--- config.mk ---
export PLATFORM = sky130hd
export DESIGN_NAME = i2c_clkreg_target
export DESIGN_NICKNAME = d
export VERILOG_FILES = /design/src/rtl/i2c_clkreg_pkg.sv /design/src/rtl/i2c_line_sampler.sv /design/src/rtl/i2c_xfer_fsm.sv /design/src/rtl/i2c_clkreg_store.sv /design/src/rtl/i2c_clkreg_target.sv
export SDC_FILE = /design/constraint.sdc
export NUM_CORES = 1
export LEC_CHECK = 0
export ABC_AREA = 1
export BUFFER_PORTS_ARGS = -buffer_cell sky130_fd_sc_hd__buf_2
export CORE_MARGIN = 2
export CORE_UTILIZATION = 32
export DETAILED_ROUTE_END_ITERATION = 7
export GPL_TIMING_DRIVEN = 0
export PLACE_DENSITY = 0.53
export SYNTH_ARGS = -nofsm -noshare
export SYNTH_HDL_FRONTEND = slang
export SYNTH_SLANG_ARGS = --single-unit
--- constraint.sdc ---
create_clock -name clk -period 2.9 [get_ports clk]
set_input_delay 0.725 -clock clk [delete_from_list [all_inputs] [get_ports clk]]
set_output_delay 0.725 -clock clk [all_outputs]
set_load 0.05 [all_outputs]
--- src/rtl/i2c_clkreg_pkg.sv ---
package i2c_clkreg_pkg;

    typedef enum logic [3:0] {
        ST_IDLE,
        ST_ADDR,
        ST_ADDR_ACK,
        ST_WORD,
        ST_WORD_ACK,
        ST_WDATA,
        ST_WDATA_ACK,
        ST_RDATA,
        ST_RACK,
        ST_IGNORE
    } bus_state_e;

    typedef struct packed {
        logic start;
        logic stop;
        logic rise;
        logic fall;
        logic sda;
    } bus_evt_t;

    function automatic logic below_limit(input int unsigned a, input int unsigned lim);
        return a < lim;
    endfunction

endpackage

--- src/rtl/i2c_line_sampler.sv ---
module i2c_line_sampler
    import i2c_clkreg_pkg::*;
#(
    parameter int SYNC_STAGES = 2
) (
    input  logic     clk,
    input  logic     rst,
    input  logic     scl_i,
    input  logic     sda_i,
    output bus_evt_t evt
);
    logic [SYNC_STAGES-1:0] scl_s, sda_s;
    logic scl_d, sda_d, scl_now, sda_now;

    assign scl_now = scl_s[SYNC_STAGES-1];
    assign sda_now = sda_s[SYNC_STAGES-1];

    always_ff @(posedge clk) begin
        if (rst) begin
            scl_s <= '1;
            sda_s <= '1;
            scl_d <= 1'b1;
            sda_d <= 1'b1;
        end else begin
            scl_s <= {scl_s[SYNC_STAGES-2:0], scl_i};
            sda_s <= {sda_s[SYNC_STAGES-2:0], sda_i};
            scl_d <= scl_now;
            sda_d <= sda_now;
        end
    end

    always_comb begin
        evt.rise  = scl_now & ~scl_d;
        evt.fall  = ~scl_now & scl_d;
        evt.start = scl_now & scl_d & sda_d & ~sda_now;
        evt.stop  = scl_now & scl_d & ~sda_d & sda_now;
        evt.sda   = sda_now;
    end
endmodule

--- src/rtl/i2c_xfer_fsm.sv ---
module i2c_xfer_fsm
    import i2c_clkreg_pkg::*;
#(
    parameter logic [6:0] DEV_ADDR  = 7'h68,
    parameter int         MEM_BYTES = 64,
    parameter int         AW        = $clog2(MEM_BYTES)
) (
    input  logic          clk,
    input  logic          rst,
    input  bus_evt_t      evt,
    input  logic [7:0]    rd_data,
    output logic [AW-1:0] ptr,
    output logic          wr_en,
    output logic [7:0]    wr_data,
    output logic          sda_oe,
    output logic          addressed
);
    localparam logic [AW-1:0] PTR_LAST = AW'(MEM_BYTES - 1);

    bus_state_e    st;
    logic [3:0]    bitcnt;
    logic [7:0]    sh, tx;
    logic          is_read, m_ack;
    logic [AW-1:0] ptr_inc;

    assign ptr_inc = (ptr == PTR_LAST) ? '0 : ptr + 1'b1;
    assign sda_oe  = (st == ST_ADDR_ACK) || (st == ST_WORD_ACK) || (st == ST_WDATA_ACK)
                  || (st == ST_RDATA && !tx[7]);

    always_ff @(posedge clk) begin
        if (rst) begin
            st        <= ST_IDLE;
            bitcnt    <= '0;
            sh        <= '0;
            tx        <= '0;
            is_read   <= 1'b0;
            m_ack     <= 1'b0;
            ptr       <= '0;
            wr_en     <= 1'b0;
            wr_data   <= '0;
            addressed <= 1'b0;
        end else begin
            wr_en <= 1'b0;
            if (evt.stop) begin
                st        <= ST_IDLE;
                addressed <= 1'b0;
            end else if (evt.start) begin
                st     <= ST_ADDR;
                bitcnt <= '0;
            end else begin
                unique case (st)
                    ST_ADDR, ST_WORD, ST_WDATA: begin
                        if (evt.rise) begin
                            sh     <= {sh[6:0], evt.sda};
                            bitcnt <= bitcnt + 1'b1;
                        end else if (evt.fall && bitcnt == 4'd8) begin
                            bitcnt <= '0;
                            if (st == ST_ADDR) begin
                                if (sh[7:1] == DEV_ADDR) begin
                                    st        <= ST_ADDR_ACK;
                                    is_read   <= sh[0];
                                    addressed <= 1'b1;
                                end else begin
                                    st <= ST_IGNORE;
                                end
                            end else if (st == ST_WORD) begin
                                ptr <= sh[AW-1:0];
                                st  <= ST_WORD_ACK;
                            end else begin
                                wr_en   <= 1'b1;
                                wr_data <= sh;
                                st      <= ST_WDATA_ACK;
                            end
                        end
                    end
                    ST_ADDR_ACK: if (evt.fall) begin
                        if (is_read) begin
                            tx <= rd_data;
                            st <= ST_RDATA;
                        end else begin
                            st <= ST_WORD;
                        end
                    end
                    ST_WORD_ACK: if (evt.fall) st <= ST_WDATA;
                    ST_WDATA_ACK: begin
                        if (evt.rise) ptr <= ptr_inc;
                        else if (evt.fall) st <= ST_WDATA;
                    end
                    ST_RDATA: begin
                        if (evt.rise) begin
                            bitcnt <= bitcnt + 1'b1;
                        end else if (evt.fall) begin
                            if (bitcnt == 4'd8) begin
                                bitcnt <= '0;
                                st     <= ST_RACK;
                            end else begin
                                tx <= {tx[6:0], 1'b0};
                            end
                        end
                    end
                    ST_RACK: begin
                        if (evt.rise) begin
                            if (!evt.sda) begin
                                ptr   <= ptr_inc;
                                m_ack <= 1'b1;
                            end else begin
                                st <= ST_IGNORE;
                            end
                        end else if (evt.fall && m_ack) begin
                            m_ack <= 1'b0;
                            tx    <= rd_data;
                            st    <= ST_RDATA;
                        end
                    end
                    default: ;
                endcase
            end
        end
    end

    // outside a word-address load the pointer only ever steps by one
    assert_ptr_step_R4: assert property (@(posedge clk) disable iff (rst)
        ($past(st) != ST_WORD && ptr != $past(ptr))
            |-> ptr == (($past(ptr) == PTR_LAST) ? '0 : $past(ptr) + 1'b1));

    // a step from the last address lands on zero
    assert_ptr_wrap_R9: assert property (@(posedge clk) disable iff (rst)
        ($past(ptr) == PTR_LAST && $past(st) != ST_WORD && ptr != $past(ptr))
            |-> ptr == '0);

    // a controller NACK releases the line on the next cycle
    assert_nack_release_R7: assert property (@(posedge clk) disable iff (rst)
        (st == ST_RACK && evt.rise && evt.sda) |=> (!sda_oe && ptr == $past(ptr)));
endmodule

--- src/rtl/i2c_clkreg_store.sv ---
module i2c_clkreg_store #(
    parameter int MEM_BYTES = 64,
    parameter int CLK_BYTES = 8,
    parameter int AW        = $clog2(MEM_BYTES)
) (
    input  logic                   clk,
    input  logic                   rst,
    input  logic                   tick,
    input  logic                   freeze,
    input  logic [CLK_BYTES*8-1:0] live_time,
    input  logic                   wr_en,
    input  logic [AW-1:0]          wr_addr,
    input  logic [7:0]             wr_data,
    input  logic [AW-1:0]          rd_addr,
    output logic [7:0]             rd_data
);
    logic [MEM_BYTES-1:0][7:0] mem;
    logic                      copy_en;
    logic [CLK_BYTES*8-1:0]    clk_view;

    assign copy_en  = tick && !freeze;
    assign rd_data  = mem[rd_addr];
    assign clk_view = mem[CLK_BYTES-1:0];

    always_ff @(posedge clk) begin
        if (rst) begin
            mem <= '0;
        end else begin
            for (int i = 0; i < MEM_BYTES; i++) begin
                if (wr_en && wr_addr == AW'(i))
                    mem[i] <= wr_data;
                else if (i < CLK_BYTES && copy_en)
                    mem[i] <= live_time[8*i +: 8];
            end
        end
    end

    // held snapshot does not move unless the bus writes it
    assert_hold_stable_R11: assert property (@(posedge clk) disable iff (rst)
        (freeze && !wr_en) |=> $stable(clk_view));

    // an admitted tick loads all clock bytes at once
    assert_copy_whole_R10: assert property (@(posedge clk) disable iff (rst)
        (tick && !freeze && !wr_en) |=> clk_view == $past(live_time));
endmodule

--- src/rtl/i2c_clkreg_target.sv ---
module i2c_clkreg_target
    import i2c_clkreg_pkg::*;
#(
    parameter logic [6:0] DEV_ADDR    = 7'h68,
    parameter int         MEM_BYTES   = 64,
    parameter int         CLK_BYTES   = 8,
    parameter int         SYNC_STAGES = 2
) (
    input  logic                   clk,
    input  logic                   rst,
    input  logic                   scl_i,
    input  logic                   sda_i,
    output logic                   sda_oe,
    input  logic                   tick,
    input  logic [CLK_BYTES*8-1:0] live_time
);
    localparam int AW = $clog2(MEM_BYTES);

    bus_evt_t      evt;
    logic [AW-1:0] ptr;
    logic          wr_en, addressed, freeze;
    logic [7:0]    wr_data, rd_data;

    i2c_line_sampler #(.SYNC_STAGES(SYNC_STAGES)) u_sampler (
        .clk(clk), .rst(rst), .scl_i(scl_i), .sda_i(sda_i), .evt(evt)
    );

    i2c_xfer_fsm #(.DEV_ADDR(DEV_ADDR), .MEM_BYTES(MEM_BYTES), .AW(AW)) u_fsm (
        .clk(clk), .rst(rst), .evt(evt), .rd_data(rd_data), .ptr(ptr),
        .wr_en(wr_en), .wr_data(wr_data), .sda_oe(sda_oe), .addressed(addressed)
    );

    assign freeze = addressed && below_limit(int'(ptr), CLK_BYTES);

    i2c_clkreg_store #(.MEM_BYTES(MEM_BYTES), .CLK_BYTES(CLK_BYTES), .AW(AW)) u_store (
        .clk(clk), .rst(rst), .tick(tick), .freeze(freeze), .live_time(live_time),
        .wr_en(wr_en), .wr_addr(ptr), .wr_data(wr_data), .rd_addr(ptr), .rd_data(rd_data)
    );

    // a STOP lifts the hold on the following cycle
    assert_thaw_on_stop_R12: assert property (@(posedge clk) disable iff (rst)
        evt.stop |=> !freeze);
endmodule

==> impl_results.md <==
- Largest net degree at the start of global routing: 14
- Startpoint type of the worst setup path: register
- Wirelength per Cell: 26.0 microns
- Share of cells above drive strength 1: between 10 and 15%
- Count of routing violations after the opening detailed-route iteration: between 3000 and 4000
- Root buffer cell: sky130_fd_sc_hd__clkbuf_16
- Post-synthesis area per instance: 6.94 sq um
- Post-layout utilization of the core: a little under two fifths
- Final-report hold violation count: 0
- Met2 Usage GRT: roughly 45%
- Biggest cell delay along the critical path: 1170 ps
- Vias in the first global route: around 26000
- Synthesized Nets: 3956
- CTS Hold Bufs: 0
- Clock-pin slew of the registers on the worst-case setup and hold paths: around 60 ps
- Via count: 28400
- List of cells traversed by the critical path: clkbuf_1 -> o21ai_0 -> o21ai_0 -> nand2_1 -> nand2_1 -> nor2_1 -> nor2_1 -> nor2_1 -> nand2_1 -> nand2_1 -> a21oi_1
- Number of placed instances, taps included: roughly 5000
- Max-slew headroom: -3.79%
- Final instance area: around 0.031 sq mm
- Number of max-cap violations: 1
- Count of H-tree levels built during CTS: 3
- Dominant cell type by count on the critical path: sky130_fd_sc_hd__nand2_1
- Achievable frequency: between 300 and 400 MHz
- Worst hold-check path type: input pin to register
- Sequential-to-total area share from yosys stat: a little over two fifths
- Setup_tns: -441 ps
- Effective utilization at floorplan: 32.2%
- Distinct cells, synth: 44
- RSZ-0062 raised after global routing: true
- Required time worst endpoint: around 3400 ps
- GR Util met3: between 8 and 9%
- Most common cell after layout, fill and taps aside: sky130_fd_sc_hd__nand2_1
- Result of the run: finished, violations left
- IR drop worst, VDD: about 0.38 mV
- Netlist area before placement: approximately 0.027 sq mm
- Number of port buffers: 68
- Placeable core region: around 0.084 sq mm
- Violations in the final reports: capacitance limit, slew limit, setup timing
- Number of synthesized register bits: 560
- CTS sink cnt: 560
- Horiz. Die Dim: slightly below 300 microns
- Drc violations: 0
- Total global routing track utilization: between 30% and 40%
- Global routing's busiest layer: met2
- HPWL Detailed: 93000 microns
- Data arrival time of the worst path: 3580 ps
- Number of antenna violations at the first check in global routing: 5
- Max-slew violation total from the final report: 11
- DP Area: ~0.029 sq mm
- Number of rows in the core area: 106
- Drt via density: between 5 and 6
- Final clock skew: between 30 and 40 ps
- Final-stage net count: a little over 4000
- Number of CTS-inserted buffers: 66
- Commonest cells after routing, fill and taps aside: sky130_fd_sc_hd__nand2_1 (813), sky130_fd_sc_hd__dfxtp_1 (560), sky130_fd_sc_hd__o21ai_0 (546), sky130_fd_sc_hd__a21oi_1 (497), sky130_fd_sc_hd__inv_1 (390)
- Worst-margin pin slew: roughly 1600 ps
- Static leakage: 13.7 nW
- CTS tree: done
- Sort of element at the end of the critical path: register
- Power density over cell area: ~700 mW/mm^2
- Critical path start-end classification: register to register
- Final critical-path share of the clock period: 105%
- Area added between synthesis and finish: 15.3%
- GRT met1 Usage: about 39%
- Io pins: 70
- Final Critical Period: a little over 3000 ps
- DRT antenna net count: 0
- Post-synthesis instance total: 3881
- Wire length reported by the detailed router: roughly 130000 microns
- Overflow after GRT: 0
- Setup ws final: -132 ps
- Number of buffers on the longest clock path: 3
- Final setup vio count: 8
- Slack of the worst reg-to-reg path: -130 ps
- Overall die area: roughly 0.087 sq mm
- Slowest cell on crit path: sky130_fd_sc_hd__clkbuf_1
- Maximum fanout along the worst path: 10
- First-pass GRT wire length: 188000 microns
- Number of iterations in the first detailed-routing pass: 7
- Count of warnings emitted by yosys: 0
- Vertical die dimension: around 300 microns
- GPL Wtd Cong: 0.984
- Non-filler cells, final: between 5000 and 6000
- Clock latency on the worst-skew pair: about 630 ps
layer usage:
layer  vias up  wire [microns]
met4         6            9530
met1     13400           53900
met2      1621           55400
met3       406           14800
li1      12900               -
met5         -             115
registers in the layout (all words and copies together) (netlist names):
signal and cells:
u_fsm.ptr 6, u_store.clk_view 64, u_sampler.scl_s 2, u_sampler.sda_s 2, u_fsm.addressed 1, u_fsm.sh 8, u_sampler.sda_d 1, u_fsm.wr_data 8
u_fsm.m_ack 1, u_fsm.bitcnt 4, u_fsm.is_read 1, u_fsm.wr_en 1, u_store.mem 448, u_sampler.scl_d 1, u_fsm.st 4, u_fsm.tx 8
report_power, final:
group / internal [mW] / switching, mW / total [mW]
Sequential: 7.79 / 0.0863 / 7.88
Combinational: 0.969 / 3.67 / 4.64
Clock: 5.30 / 3.61 / 8.91
Total: 14.1 / 7.36 / 21.4
through the flow:
stage,worst slack [ps],hold slack (ps),power (mW)
CTS,3.45,284,21.1
global route,-21.4,291,21.8
floorplan,532,389,10.3
global placement,-572,390,12.3
detailed placement,-589,397,12.3
finish,-132,302,21.4
kinds of logic after synthesis:
kind of cell	count (synthesis)	share of synthesized area, %
compound gates	1193	23.1
fa+ha+maj	6	0.279
buf+inv	724	11.7
flops	560	41.6
simple gates	1398	23.2
Yosys cell counts:
master	instances	area share (%)
sky130_fd_sc_hd__a31oi_1	1	0.023
sky130_fd_sc_hd__nor2_8	21	1.6
sky130_fd_sc_hd__a211oi_1	2	0.056
sky130_fd_sc_hd__inv_2	39	0.54
sky130_fd_sc_hd__inv_4	3	0.070
sky130_fd_sc_hd__inv_1	391	5.4
sky130_fd_sc_hd__and2_1	1	0.023
sky130_fd_sc_hd__nor2_4	39	1.6
sky130_fd_sc_hd__buf_4	26	0.72
sky130_fd_sc_hd__nand2_2	4	0.093
sky130_fd_sc_hd__nor3b_1	2	0.056
sky130_fd_sc_hd__nand2_1	815	11
sky130_fd_sc_hd__dfxtp_1	560	42
sky130_fd_sc_hd__ha_1	6	0.28
sky130_fd_sc_hd__bufinv_8	1	0.065
sky130_fd_sc_hd__inv_6	1	0.033
sky130_fd_sc_hd__o211ai_1	28	0.78
sky130_fd_sc_hd__o21ai_0	547	10
sky130_fd_sc_hd__o41ai_1	1	0.033
sky130_fd_sc_hd__buf_12	2	0.15
sky130_fd_sc_hd__nand3_2	1	0.037
sky130_fd_sc_hd__o31ai_1	1	0.028
sky130_fd_sc_hd__nand3b_1	1	0.028
sky130_fd_sc_hd__nand3_1	213	4.0
sky130_fd_sc_hd__nand4_1	3	0.070
sky130_fd_sc_hd__a22oi_1	1	0.028
sky130_fd_sc_hd__o31ai_2	1	0.046
sky130_fd_sc_hd__o22ai_1	10	0.23
sky130_fd_sc_hd__buf_2	91	1.7
sky130_fd_sc_hd__o21ai_1	62	1.2
sky130_fd_sc_hd__a221oi_1	2	0.065
sky130_fd_sc_hd__nor2_2	12	0.28
sky130_fd_sc_hd__nor3_1	12	0.22
sky130_fd_sc_hd__nor4_1	1	0.023
sky130_fd_sc_hd__o221ai_1	39	1.3
sky130_fd_sc_hd__or2_2	4	0.093
sky130_fd_sc_hd__clkinv_1	1	0.014
sky130_fd_sc_hd__buf_6	23	0.96
sky130_fd_sc_hd__nor2_1	267	3.7
sky130_fd_sc_hd__a32oi_1	1	0.033
sky130_fd_sc_hd__buf_1	12	0.17
sky130_fd_sc_hd__nand4_2	2	0.093
sky130_fd_sc_hd__clkbuf_1	134	1.9
sky130_fd_sc_hd__a21oi_1	497	9.2
path summary, 6_finish.rpt:
path / cells after the start / start / end
worst max-delay path: 11 / u_fsm.ptr[1]$_SDFFE_PP0P_ / u_fsm.tx[0]$_SDFFE_PP0P_
worst min-delay path: 2 / sda_i / u_sampler.sda_s[0]$_SDFF_PP1_
worst max register to register: 11 / u_fsm.ptr[1]$_SDFFE_PP0P_ / u_fsm.tx[0]$_SDFFE_PP0P_
worst min register to register: 1 / u_sampler.scl_s[0]$_SDFF_PP1_ / u_sampler.scl_s[1]$_SDFF_PP1_
cell type report:
cell class / instances / area, sq um
antenna: 4 / 10.0
multi-input combinational: 2597 / 12600
buffer: 288 / 1570
timing repair buffer: 69 / 363
fill: 8986 / 52500
clock inverter: 21 / 307
tap: 1080 / 1350
inverter: 436 / 1670
sequential: 560 / 11200
clock buffer: 98 / 1980
critical path, delay by kind of cell, from the launching register on:
| family | cells | cell delay (ps) |
|---|---|---|
| buffers and inverters | 1 | 1170 |
| AND/OR/NAND/NOR | 7 | 640 |
| AO/OA/AOI/OAI | 3 | 630 |
| flip-flops | 1 | 490 |
what timing repair did:
action                     CTS  global route
setup buffers                1             0
pin swaps                    0             0
cloned                       0             0
setup endpoints to repair  297            73
resized for setup           20            43
(Power assumes the default switching activity.)
